`src/rtl/bcd_pkg.sv`:
```
package bcd_pkg;

  typedef enum logic [3:0] {
    FMT_IMPL   = 4'd0,
    FMT_QUAD   = 4'd1,
    FMT_LREG   = 4'd2,
    FMT_QREG   = 4'd3,
    FMT_BYTE   = 4'd4,
    FMT_LRBYTE = 4'd5,
    FMT_RREG   = 4'd6,
    FMT_DBL    = 4'd7,
    FMT_LRRB   = 4'd8,
    FMT_RJMP   = 4'd9,
    FMT_JBB    = 4'd10
  } fmt_e;

  // Length depends only on the top three opcode bits.
  function automatic logic [2:0] op_len(input logic [7:0] op);
    case (op[7:6])
      2'b00:   return op[5] ? 3'd5 : 3'd1;
      2'b01:   return 3'd1;
      2'b10:   return 3'd2;
      default: return 3'd3;
    endcase
  endfunction

  function automatic fmt_e op_fmt(input logic [7:0] op);
    if (op <= 8'o037)      return FMT_IMPL;
    else if (op <= 8'o077) return FMT_QUAD;
    else if (op <= 8'o137) return FMT_IMPL;
    else if (op <= 8'o177) return FMT_LREG;
    else if (op <= 8'o207) return FMT_QREG;
    else if (op <= 8'o237) return FMT_BYTE;
    else if (op <= 8'o277) return FMT_LRBYTE;
    else if (op <= 8'o317) return FMT_RREG;
    else if (op <= 8'o327) return FMT_DBL;
    else if (op <= 8'o333) return FMT_LRRB;
    else if (op <= 8'o337) return FMT_DBL;
    else if (op <= 8'o357) return FMT_RJMP;
    else if (op <= 8'o367) return FMT_JBB;
    else                   return FMT_DBL;
  endfunction

  function automatic logic op_is_xop(input logic [7:0] op);
    return op inside {[8'o000:8'o017], [8'o034:8'o057], 8'o060, 8'o063,
                      [8'o070:8'o077], 8'o112, [8'o120:8'o123], 8'o125,
                      [8'o130:8'o137], 8'o215, 8'o217, 8'o223,
                      [8'o234:8'o236], [8'o364:8'o367], [8'o374:8'o377]};
  endfunction

  function automatic logic op_is_rsvd(input logic [7:0] op);
    return op inside {8'o311, 8'o313, 8'o337, 8'o340, 8'o344, 8'o350, 8'o354};
  endfunction

  function automatic logic [31:0] zext8(input logic [7:0] v);
    return {24'd0, v};
  endfunction

  function automatic logic [31:0] sext8(input logic [7:0] v);
    return {{24{v[7]}}, v};
  endfunction

  function automatic logic [31:0] sext16(input logic [15:0] v);
    return {{16{v[15]}}, v};
  endfunction

endpackage

```
`src/rtl/bcd_assembler.sv`:
```
module bcd_assembler
  import bcd_pkg::*;
#(
  parameter int MAX_LEN = 5,
  localparam int CNT_W  = $clog2(MAX_LEN + 1)
) (
  input  logic                   clk,
  input  logic                   rst,
  input  logic                   in_valid,
  input  logic [7:0]             in_byte,
  output logic                   in_ready,
  input  logic                   out_ready,
  output logic                   out_valid,
  output logic [MAX_LEN-1:0][7:0] bytes_o,
  output logic [CNT_W-1:0]       len_o
);

  logic [MAX_LEN-1:0][7:0] buf_q;
  logic [CNT_W-1:0]        cnt_q, len_q, len_now;
  logic                    vld_q;

  // Named events for the assertions
  logic take_byte, take_first, take_last, slot_fire;

  assign in_ready   = !vld_q;
  assign take_byte  = in_valid && in_ready;
  assign take_first = take_byte && (cnt_q == '0);
  assign len_now    = (cnt_q == '0) ? CNT_W'(op_len(in_byte)) : len_q;
  assign take_last  = take_byte && ((cnt_q + CNT_W'(1)) == len_now);
  assign slot_fire  = vld_q && out_ready;

  always_ff @(posedge clk) begin
    if (rst) begin
      buf_q <= '0;
      cnt_q <= '0;
      len_q <= '0;
      vld_q <= 1'b0;
    end else begin
      if (slot_fire) vld_q <= 1'b0;
      if (take_byte) begin
        if (take_first) begin
          buf_q <= '0;
          len_q <= len_now;
        end
        buf_q[cnt_q] <= in_byte;
        if (take_last) begin
          cnt_q <= '0;
          vld_q <= 1'b1;
        end else begin
          cnt_q <= cnt_q + CNT_W'(1);
        end
      end
    end
  end

  assign out_valid = vld_q;
  assign bytes_o   = buf_q;
  assign len_o     = len_q;

  a_r2_no_take_when_full: assert property (@(posedge clk) disable iff (rst)
    out_valid |-> !in_ready);
  a_r2_hold_slot: assert property (@(posedge clk) disable iff (rst)
    (out_valid && !out_ready) |=> (out_valid && $stable(buf_q) && $stable(len_q)));
  a_r2_release: assert property (@(posedge clk) disable iff (rst)
    slot_fire |=> !out_valid);
  a_r12_reset_clears: assert property (@(posedge clk)
    rst |=> (!out_valid && cnt_q == '0));
  a_r1_count_bound: assert property (@(posedge clk) disable iff (rst)
    (cnt_q != '0) |-> (cnt_q < len_q));

endmodule

```
`src/rtl/bcd_classify.sv`:
```
module bcd_classify
  import bcd_pkg::*;
(
  input  logic       clk,
  input  logic       rst,
  input  logic       valid,
  input  logic [7:0] opcode,
  output logic [2:0] len,
  output logic [3:0] fmt,
  output logic       xop,
  output logic       rsvd
);

  assign len  = op_len(opcode);
  assign fmt  = op_fmt(opcode);
  assign xop  = op_is_xop(opcode);
  assign rsvd = op_is_rsvd(opcode);

  a_r9_r10_exclusive: assert property (@(posedge clk) disable iff (rst)
    valid |-> !(xop && rsvd));
  a_r1_len_legal: assert property (@(posedge clk) disable iff (rst)
    valid |-> (len inside {3'd1, 3'd2, 3'd3, 3'd5}));
  a_r8_quad_fmt_len: assert property (@(posedge clk) disable iff (rst)
    (valid && fmt == FMT_QUAD) |-> (len == 3'd5));

endmodule

```
`src/rtl/bcd_fields.sv`:
```
module bcd_fields
  import bcd_pkg::*;
(
  input  logic [7:0]  b1,
  input  logic [7:0]  b2,
  input  logic [7:0]  b3,
  input  logic [7:0]  b4,
  output logic [31:0] alpha_z,
  output logic [31:0] alpha_s,
  output logic [31:0] beta_z,
  output logic [31:0] beta_s,
  output logic [31:0] ab_z,
  output logic [31:0] ab_s,
  output logic [31:0] quad,
  output logic [3:0]  beta_hi,
  output logic [3:0]  beta_lo
);

  assign alpha_z = zext8(b1);
  assign alpha_s = sext8(b1);
  assign beta_z  = zext8(b2);
  assign beta_s  = sext8(b2);
  assign ab_z    = {16'd0, b1, b2};
  assign ab_s    = sext16({b1, b2});
  assign quad    = {b1, b2, b3, b4};
  assign beta_hi = b2[7:4];
  assign beta_lo = b2[3:0];

endmodule

```
`src/rtl/bytecode_decoder.sv`:
```
module bytecode_decoder
  import bcd_pkg::*;
(
  input  logic        clk,
  input  logic        rst,
  input  logic        in_valid,
  input  logic [7:0]  in_byte,
  output logic        in_ready,
  output logic        out_valid,
  input  logic        out_ready,
  output logic [7:0]  out_opcode,
  output logic [2:0]  out_len,
  output logic [3:0]  out_fmt,
  output logic        out_xop,
  output logic        out_rsvd,
  output logic [31:0] alpha_z,
  output logic [31:0] alpha_s,
  output logic [31:0] beta_z,
  output logic [31:0] beta_s,
  output logic [31:0] ab_z,
  output logic [31:0] ab_s,
  output logic [31:0] quad,
  output logic [3:0]  beta_hi,
  output logic [3:0]  beta_lo
);

  localparam int MAX_LEN = 5;
  localparam int CNT_W   = $clog2(MAX_LEN + 1);

  logic [MAX_LEN-1:0][7:0] bytes;
  logic [CNT_W-1:0]        held_len;

  bcd_assembler #(.MAX_LEN(MAX_LEN)) u_asm (
    .clk       (clk),
    .rst       (rst),
    .in_valid  (in_valid),
    .in_byte   (in_byte),
    .in_ready  (in_ready),
    .out_ready (out_ready),
    .out_valid (out_valid),
    .bytes_o   (bytes),
    .len_o     (held_len)
  );

  assign out_opcode = bytes[0];

  bcd_classify u_cls (
    .clk    (clk),
    .rst    (rst),
    .valid  (out_valid),
    .opcode (bytes[0]),
    .len    (out_len),
    .fmt    (out_fmt),
    .xop    (out_xop),
    .rsvd   (out_rsvd)
  );

  bcd_fields u_fld (
    .b1      (bytes[1]),
    .b2      (bytes[2]),
    .b3      (bytes[3]),
    .b4      (bytes[4]),
    .alpha_z (alpha_z),
    .alpha_s (alpha_s),
    .beta_z  (beta_z),
    .beta_s  (beta_s),
    .ab_z    (ab_z),
    .ab_s    (ab_s),
    .quad    (quad),
    .beta_hi (beta_hi),
    .beta_lo (beta_lo)
  );

  a_r1_len_agrees: assert property (@(posedge clk) disable iff (rst)
    out_valid |-> (CNT_W'(out_len) == held_len));
  a_r7_short_zero: assert property (@(posedge clk) disable iff (rst)
    (out_valid && out_len == 3'd1) |-> (quad == 32'd0));
  a_r7_two_byte_zero: assert property (@(posedge clk) disable iff (rst)
    (out_valid && out_len == 3'd2) |-> (quad[23:0] == 24'd0));

endmodule

```
`config.mk`:
```
export PLATFORM = sky130hd
export DESIGN_NAME = bytecode_decoder
export DESIGN_NICKNAME = d
export VERILOG_FILES = /design/src/rtl/bcd_pkg.sv /design/src/rtl/bcd_assembler.sv /design/src/rtl/bcd_classify.sv /design/src/rtl/bcd_fields.sv /design/src/rtl/bytecode_decoder.sv
export SDC_FILE = /design/constraint.sdc
export NUM_CORES = 1
export LEC_CHECK = 0
export BUFFER_PORTS_ARGS = -buffer_cell sky130_fd_sc_hd__clkbuf_2
export CAP_MARGIN = 40
export CORE_UTILIZATION = 38
export CTS_CLUSTER_DIAMETER = 60
export DETAILED_ROUTE_END_ITERATION = 8
export GPL_TIMING_DRIVEN = 0
export PLACE_DENSITY = 0.78
export SLEW_MARGIN = 15
export SYNTH_ARGS = -nofsm -noshare
export SYNTH_HDL_FRONTEND = slang
export SYNTH_SLANG_ARGS = --single-unit
```
`constraint.sdc`:
```
create_clock -name clk -period 1.7 [get_ports clk]
set_input_delay 0.17 -clock clk [delete_from_list [all_inputs] [get_ports clk]]
set_output_delay 0.17 -clock clk [all_outputs]
set_load 0.02 [all_outputs]
```
After elaboration in Yosys (flattened, before gate mapping)
Index checks and enable logic that the tools add are counted.
- word-level logic and storage cells: 104
- register bits: 47
- output and inout bits: 251
- bits of input ports: 12
- equal/unequal tests: 19
- $lt $le $gt $ge: 28
- reductions and logical operators: 20
- muxes and demuxes: 28
- $add $sub $neg: 1
- operators by type and width (kind ; count):
    $mux 40 ; 3
    $le 8x8->1 const B ; 11
    $eq 8x8->1 const B ; 10
    $mux 4 ; 13
    $bwmux 40 ; 1
    $demux 8 s3 ; 1
    $ge 8x8->1 const B ; 3
    $le 8x7->1 const B ; 3
    $pmux 3 s3 ; 2
    $eq 8x6->1 const B ; 2
    $eq 8x7->1 const B ; 2
    $ge 8x7->1 const B ; 2
    $le 8x6->1 const B ; 2
    $reduce_bool 15->1 ; 1
    $logic_and 1x1->1 ; 13
    $mux 3 ; 4
    $ge 8x1->1 const B ; 1
    $ge 8x5->1 const B ; 1
    $ge 8x6->1 const B ; 1
    $le 8x4->1 const B ; 1
    $le 8x5->1 const B ; 1
    $mux 8 ; 1
    $reduce_bool 7->1 ; 1
    $eq 2x1->1 const B ; 2
    other kinds (10) ; 14

Depth between registers and ports, before layout
- depth after elaboration: 14
- mapped depth: 7
- depth with buffers taken out: 7

Hierarchy
From an unflattened synthesis, not the netlist that was laid out.
- cells, all modules: 522
- area, all modules: 4012.6 µm²
- modules (own cells, without submodules) (module ; area each (µm²) ; instances ; cells an instance ; sequential area each (µm²)):
    bcd_assembler ; 1901.8 ; 1 ; 232 ; 940.9
    bcd_fields ; 1745.4 ; 1 ; 233 ; 0.0
    bcd_classify ; 365.4 ; 1 ; 57 ; 0.0

Worst setup path before layout
OpenSTA, ideal clock, no wires.
- path kind: register to register
- from: register u_asm.cnt_q[0]
- to: register u_asm.cnt_q[1]
- period minus slack after synthesis: 1777 ps
- path buffers: 0
- setup time: 132 ps
- stages on the path, launching flop included: 8
- slack: -77 ps
- data required time: 1568 ps
- data arrival time: 1645 ps
- path through: dfxtp_1 inv_1 ha_1 nor2b_4 mux2i_1 xnor2_1 o311ai_0 a21oi_1
- word-level cells in the longest chain between the ends: 5
- elaborated cells between the ends (all ways): 6
- those cells by class: add/sub: 1; eq/ne: 1; mux: 2; reduce/logical: 2
- ends and longest elaborated chain (item ; line ; text):
    start, declared ; bcd_assembler.sv:19 ; logic [CNT_W-1:0] cnt_q, len_q, len_now;
    start signal, assigned ; bcd_assembler.sv:50 ; cnt_q <= cnt_q + CNT_W'(1);
    parallel branches: the longest is 4 deep, another holds $add 3x1->3 ; -- ;
    $mux 3 * ; bcd_assembler.sv:46 ; if (take_last) begin
Mark *: on every way between the ends.
A chain may end at the register's enable or synchronous reset.

Final worst setup path
- from: register u_asm.buf_q, in the netlist u_asm.bytes_o[0]
- to: output out_xop
- word-level cells in the longest chain between the ends: 3
- elaborated cells between the ends (all ways): 32
- those cells by class: order compare: 16; eq/ne: 7; reduce/logical: 9
- ends and longest elaborated chain (item ; line ; text):
    start, declared ; bcd_assembler.sv:18 ; logic [MAX_LEN-1:0][7:0] buf_q;
    start signal, assigned by index ; bcd_assembler.sv:45 ; buf_q[cnt_q] <= in_byte;
    $ge 8x1->1 (tied with other cells) ; bcd_pkg.sv:45 ; return op inside {[8'o000:8'o017], [8'o034:8'o057], 8'o060, 8'o063,
    $logic_and 1x1->1 ; bcd_pkg.sv:45 ;
    $reduce_bool 15->1 * ; bcd_pkg.sv:45 ;
    end, declared ; bytecode_decoder.sv:14 ; output logic out_xop,
Mark *: on every way between the ends. The rest lies on a longest branch, timed or not.

==> reports/metrics.cfg <==
[power_and_ir_drop]
power_mw = 5.565
p_per_area_nw_per_um2 = 1002
peakVddDrop_mv = 0.6371
p_leak_nw = 3.187

[cts]
clk_path_buf_depth = 2
root_buffer = clkbuf_8
clock-sinks = 47
path_clk_slew_ns = 0.09
htree_levels = 2
clk_latency_ns = 0.30
cts_tree = built
cts_inserted_buffers = 5

[grt]
grt_pass1_vias = 2843
global_route.usage.met2_pct = 34.72
antenna_found_initial = 0
grt_usage_pct = 17.73
met3_usage_pct = 2.599
grt_pass1_wl_um = 14490
top_usage_layer = met2
grt_max_degree = 47
met1_usage_pct = 20.48
overflow = 0

[sta]
layout_setup_ws_ns = -0.08595
period_minus_slack_ns = 1.786
finalClockSkew_ns = 0.004033
finalHoldViolCount = 0
tightest_slew_ns = 0.5733
slew_headroom_pct = 61.78
rsz0062_at_grt = yes
period_share_pct = 105.1
finalSetupViolCount = 1
fmax_ghz = 0.5599
slew_violations = 0

[worst_setup_path]
crit_path_max_fanout = 4
crit_path_start_kind = flip-flop
crit_type = flip-flop to primary output
cp.required_ns = 1.53
end_kind = primary output
crit_arrival_ns = 1.62

[job]
maxCapViolations = 0

[final_layout]
postLayoutCoreUtil_pct = 57.11
syn_to_final_growth_pct = 46.71
drive_gt1_share_pct = 59.69
fin_nets = 787
layout_commonest_cell = buf_4
n_antenna_cell = 0
final_cell_mix = buf_4 (215), clkbuf_2 (193), conb_1 (64)

[routing]
firstDrtPassIters = 4
drt-total-wl_um = 10500
vias_per_cell = 4.169
drt_iter0_drc = 191
remaining_drc_errors = 0
num_vias = 3781
routedWlPerCell_um = 11.57
ant_nets = 0

[floorplan]
rows = 36
die_w_um = 101.8
boundaryPins = 263
start_util_pct = 38.93
core_um2 = 9729
die_y_um = 101.8
fp.dieArea_um2 = 10370

[place]
hpwl_um = 8101
place.gp.congestion = 0.8247
port_buffers = 195
pre_cts_ws_ns = -0.1290

[min_path]
min_path_type = input port to flip-flop

[logic_synthesis]
ys_types = 47
ys_seq_elements = 47
synth_cells = 498
netlist_area_um2 = 3787
synth-seq-area-share_pct = 24.84
ys.warnings.count = 0
synth.avg_cell_area_um2 = 7.605

[status]
violations = negative setup slack
status = finished with violations

==> through the flow <==
step / cells / TNS [ns] / hold WS [ns] / instance area, µm²
after global routing: 907 / -0.3041 / 0.1404 / 5557
after CTS: 900 / -0.1126 / 0.1420 / 5418
after global placement: 889 / -4.736 / 0.4459 / 5170
final: 907 / -0.08595 / 0.1435 / 5557
after detailed placement: 890 / -1.192 / 0.4536 / 5186
after floorplan: 561 / 0 / 0.3060 / 4028
==> logic make-up (layout without fill, tap and decap cells) <==
logic type	after synthesis	in the layout	share of synthesized area (%)
AO/OA/AOI/OAI	68	68	10.18
XOR/XNOR	4	4	0.9252
adder cells (fa/ha/maj)	2	2	0.6606
buffers and inverters	229	442	43.14
flip-flops	47	47	24.84
multiplexers	5	5	1.321
other	1	64	0.09901
AND/OR/NAND/NOR	142	142	18.83
==> worst paths after layout <==
| path | startpoint | to | slack, ns | depth (start not counted) |
|---|---|---|---|---|
| setup / recovery | u_asm.bytes_o[0]$_SDFFE_PP0P_ | out_xop | -0.09 | 6 |
| hold / removal | in_byte[6] | u_asm.bytes_o[14]$_SDFFE_PP0P_ | 0.14 | 3 |
| setup reg to reg | u_asm.cnt_q[1]$_SDFFE_PP0P_ | u_asm.cnt_q[0]$_SDFFE_PP0P_ | 0.02 | 7 |
| hold reg to reg | u_asm.bytes_o[28]$_SDFFE_PP0P_ | u_asm.bytes_o[28]$_SDFFE_PP0P_ | 0.47 | 2 |
==> timing repair <==
| item | in CTS | in global routing |
|---|---|---|
| setup buffers | 5 | 7 |
| gates resized for setup | 31 | 25 |
| setup endpoints to repair | 50 | 68 |
| hold buffers | 0 | 0 |
| pin swaps | 6 | 4 |
| gates cloned | 0 | 0 |
==> sequential cells by signal, summed over array words and instances, names as in the netlist <==
register         count
u_asm.cnt_q          3
u_asm.len_o          3
u_asm.out_valid      1
u_asm.bytes_o       40
==> routing by layer <==
layer	wire, µm	vias to the layer above
li1	-	1916
met1	4080	1705
met4	83	0
met2	5618	151
met5	0	-
met3	713	9
==> report_power, final <==
part,internal [mW],switching (mW),leakage [nW]
Sequential,1.25,0.217,0.388
Combinational,1.35,1.80,2.73
Clock,0.588,0.370,0.0654
Total,3.18,2.38,3.19
==> critical path, stage by stage (launching register included) <==
cell      delay [ns]
dfxtp_4         0.36
or2_1           0.23
a21oi_2         0.12
o22ai_1         0.07
a211o_1         0.26
o211ai_1        0.09
buf_4           0.17
==> Yosys cell counts (all sizes together) <==
master / n / share of area [%]
o22a: 1 / 0.23
o311ai: 2 / 0.46
conb: 1 / 0.099
nand4bb: 1 / 0.30
nand4b: 2 / 0.46
and3: 2 / 0.33
a2bb2oi: 1 / 0.23
nand3b: 1 / 0.20
inv: 4 / 0.40
o31ai: 1 / 0.20
o211a: 1 / 0.26
a21oi: 49 / 6.5
ha: 2 / 0.66
nand2: 53 / 5.3
and2: 2 / 0.33
nor3b: 2 / 0.83
nand3: 47 / 6.2
nor2b: 3 / 0.76
o221ai: 1 / 0.23
o211ai: 1 / 0.20
mux2i: 5 / 1.3
or2: 1 / 0.17
a22oi: 1 / 0.20
a211oi: 1 / 0.20
o21ba: 1 / 0.26
xnor2: 3 / 0.69
nor2: 17 / 2.1
clkbuf: 15 / 1.5
o21ai: 5 / 0.66
nor4: 2 / 0.50
dfxtp: 47 / 25
xor2: 1 / 0.23
buf: 210 / 41
nand4: 1 / 0.17
nor3: 2 / 0.26
o22ai: 2 / 0.33
a211o: 1 / 0.23
nand2b: 6 / 0.99
==> area by class of cell <==
type                       instances  area [µm²]
buffer                           222        1642
clock buffer                       6       72.57
clock inverter                     2       60.06
fill                             919        4173
inverter                           4       20.02
multi-input combinational        285        1523
sequential                        47       974.7
tap                              133       166.4
timing repair buffer             208        1099
No activity file was read; power rests on OpenSTA's default activity.
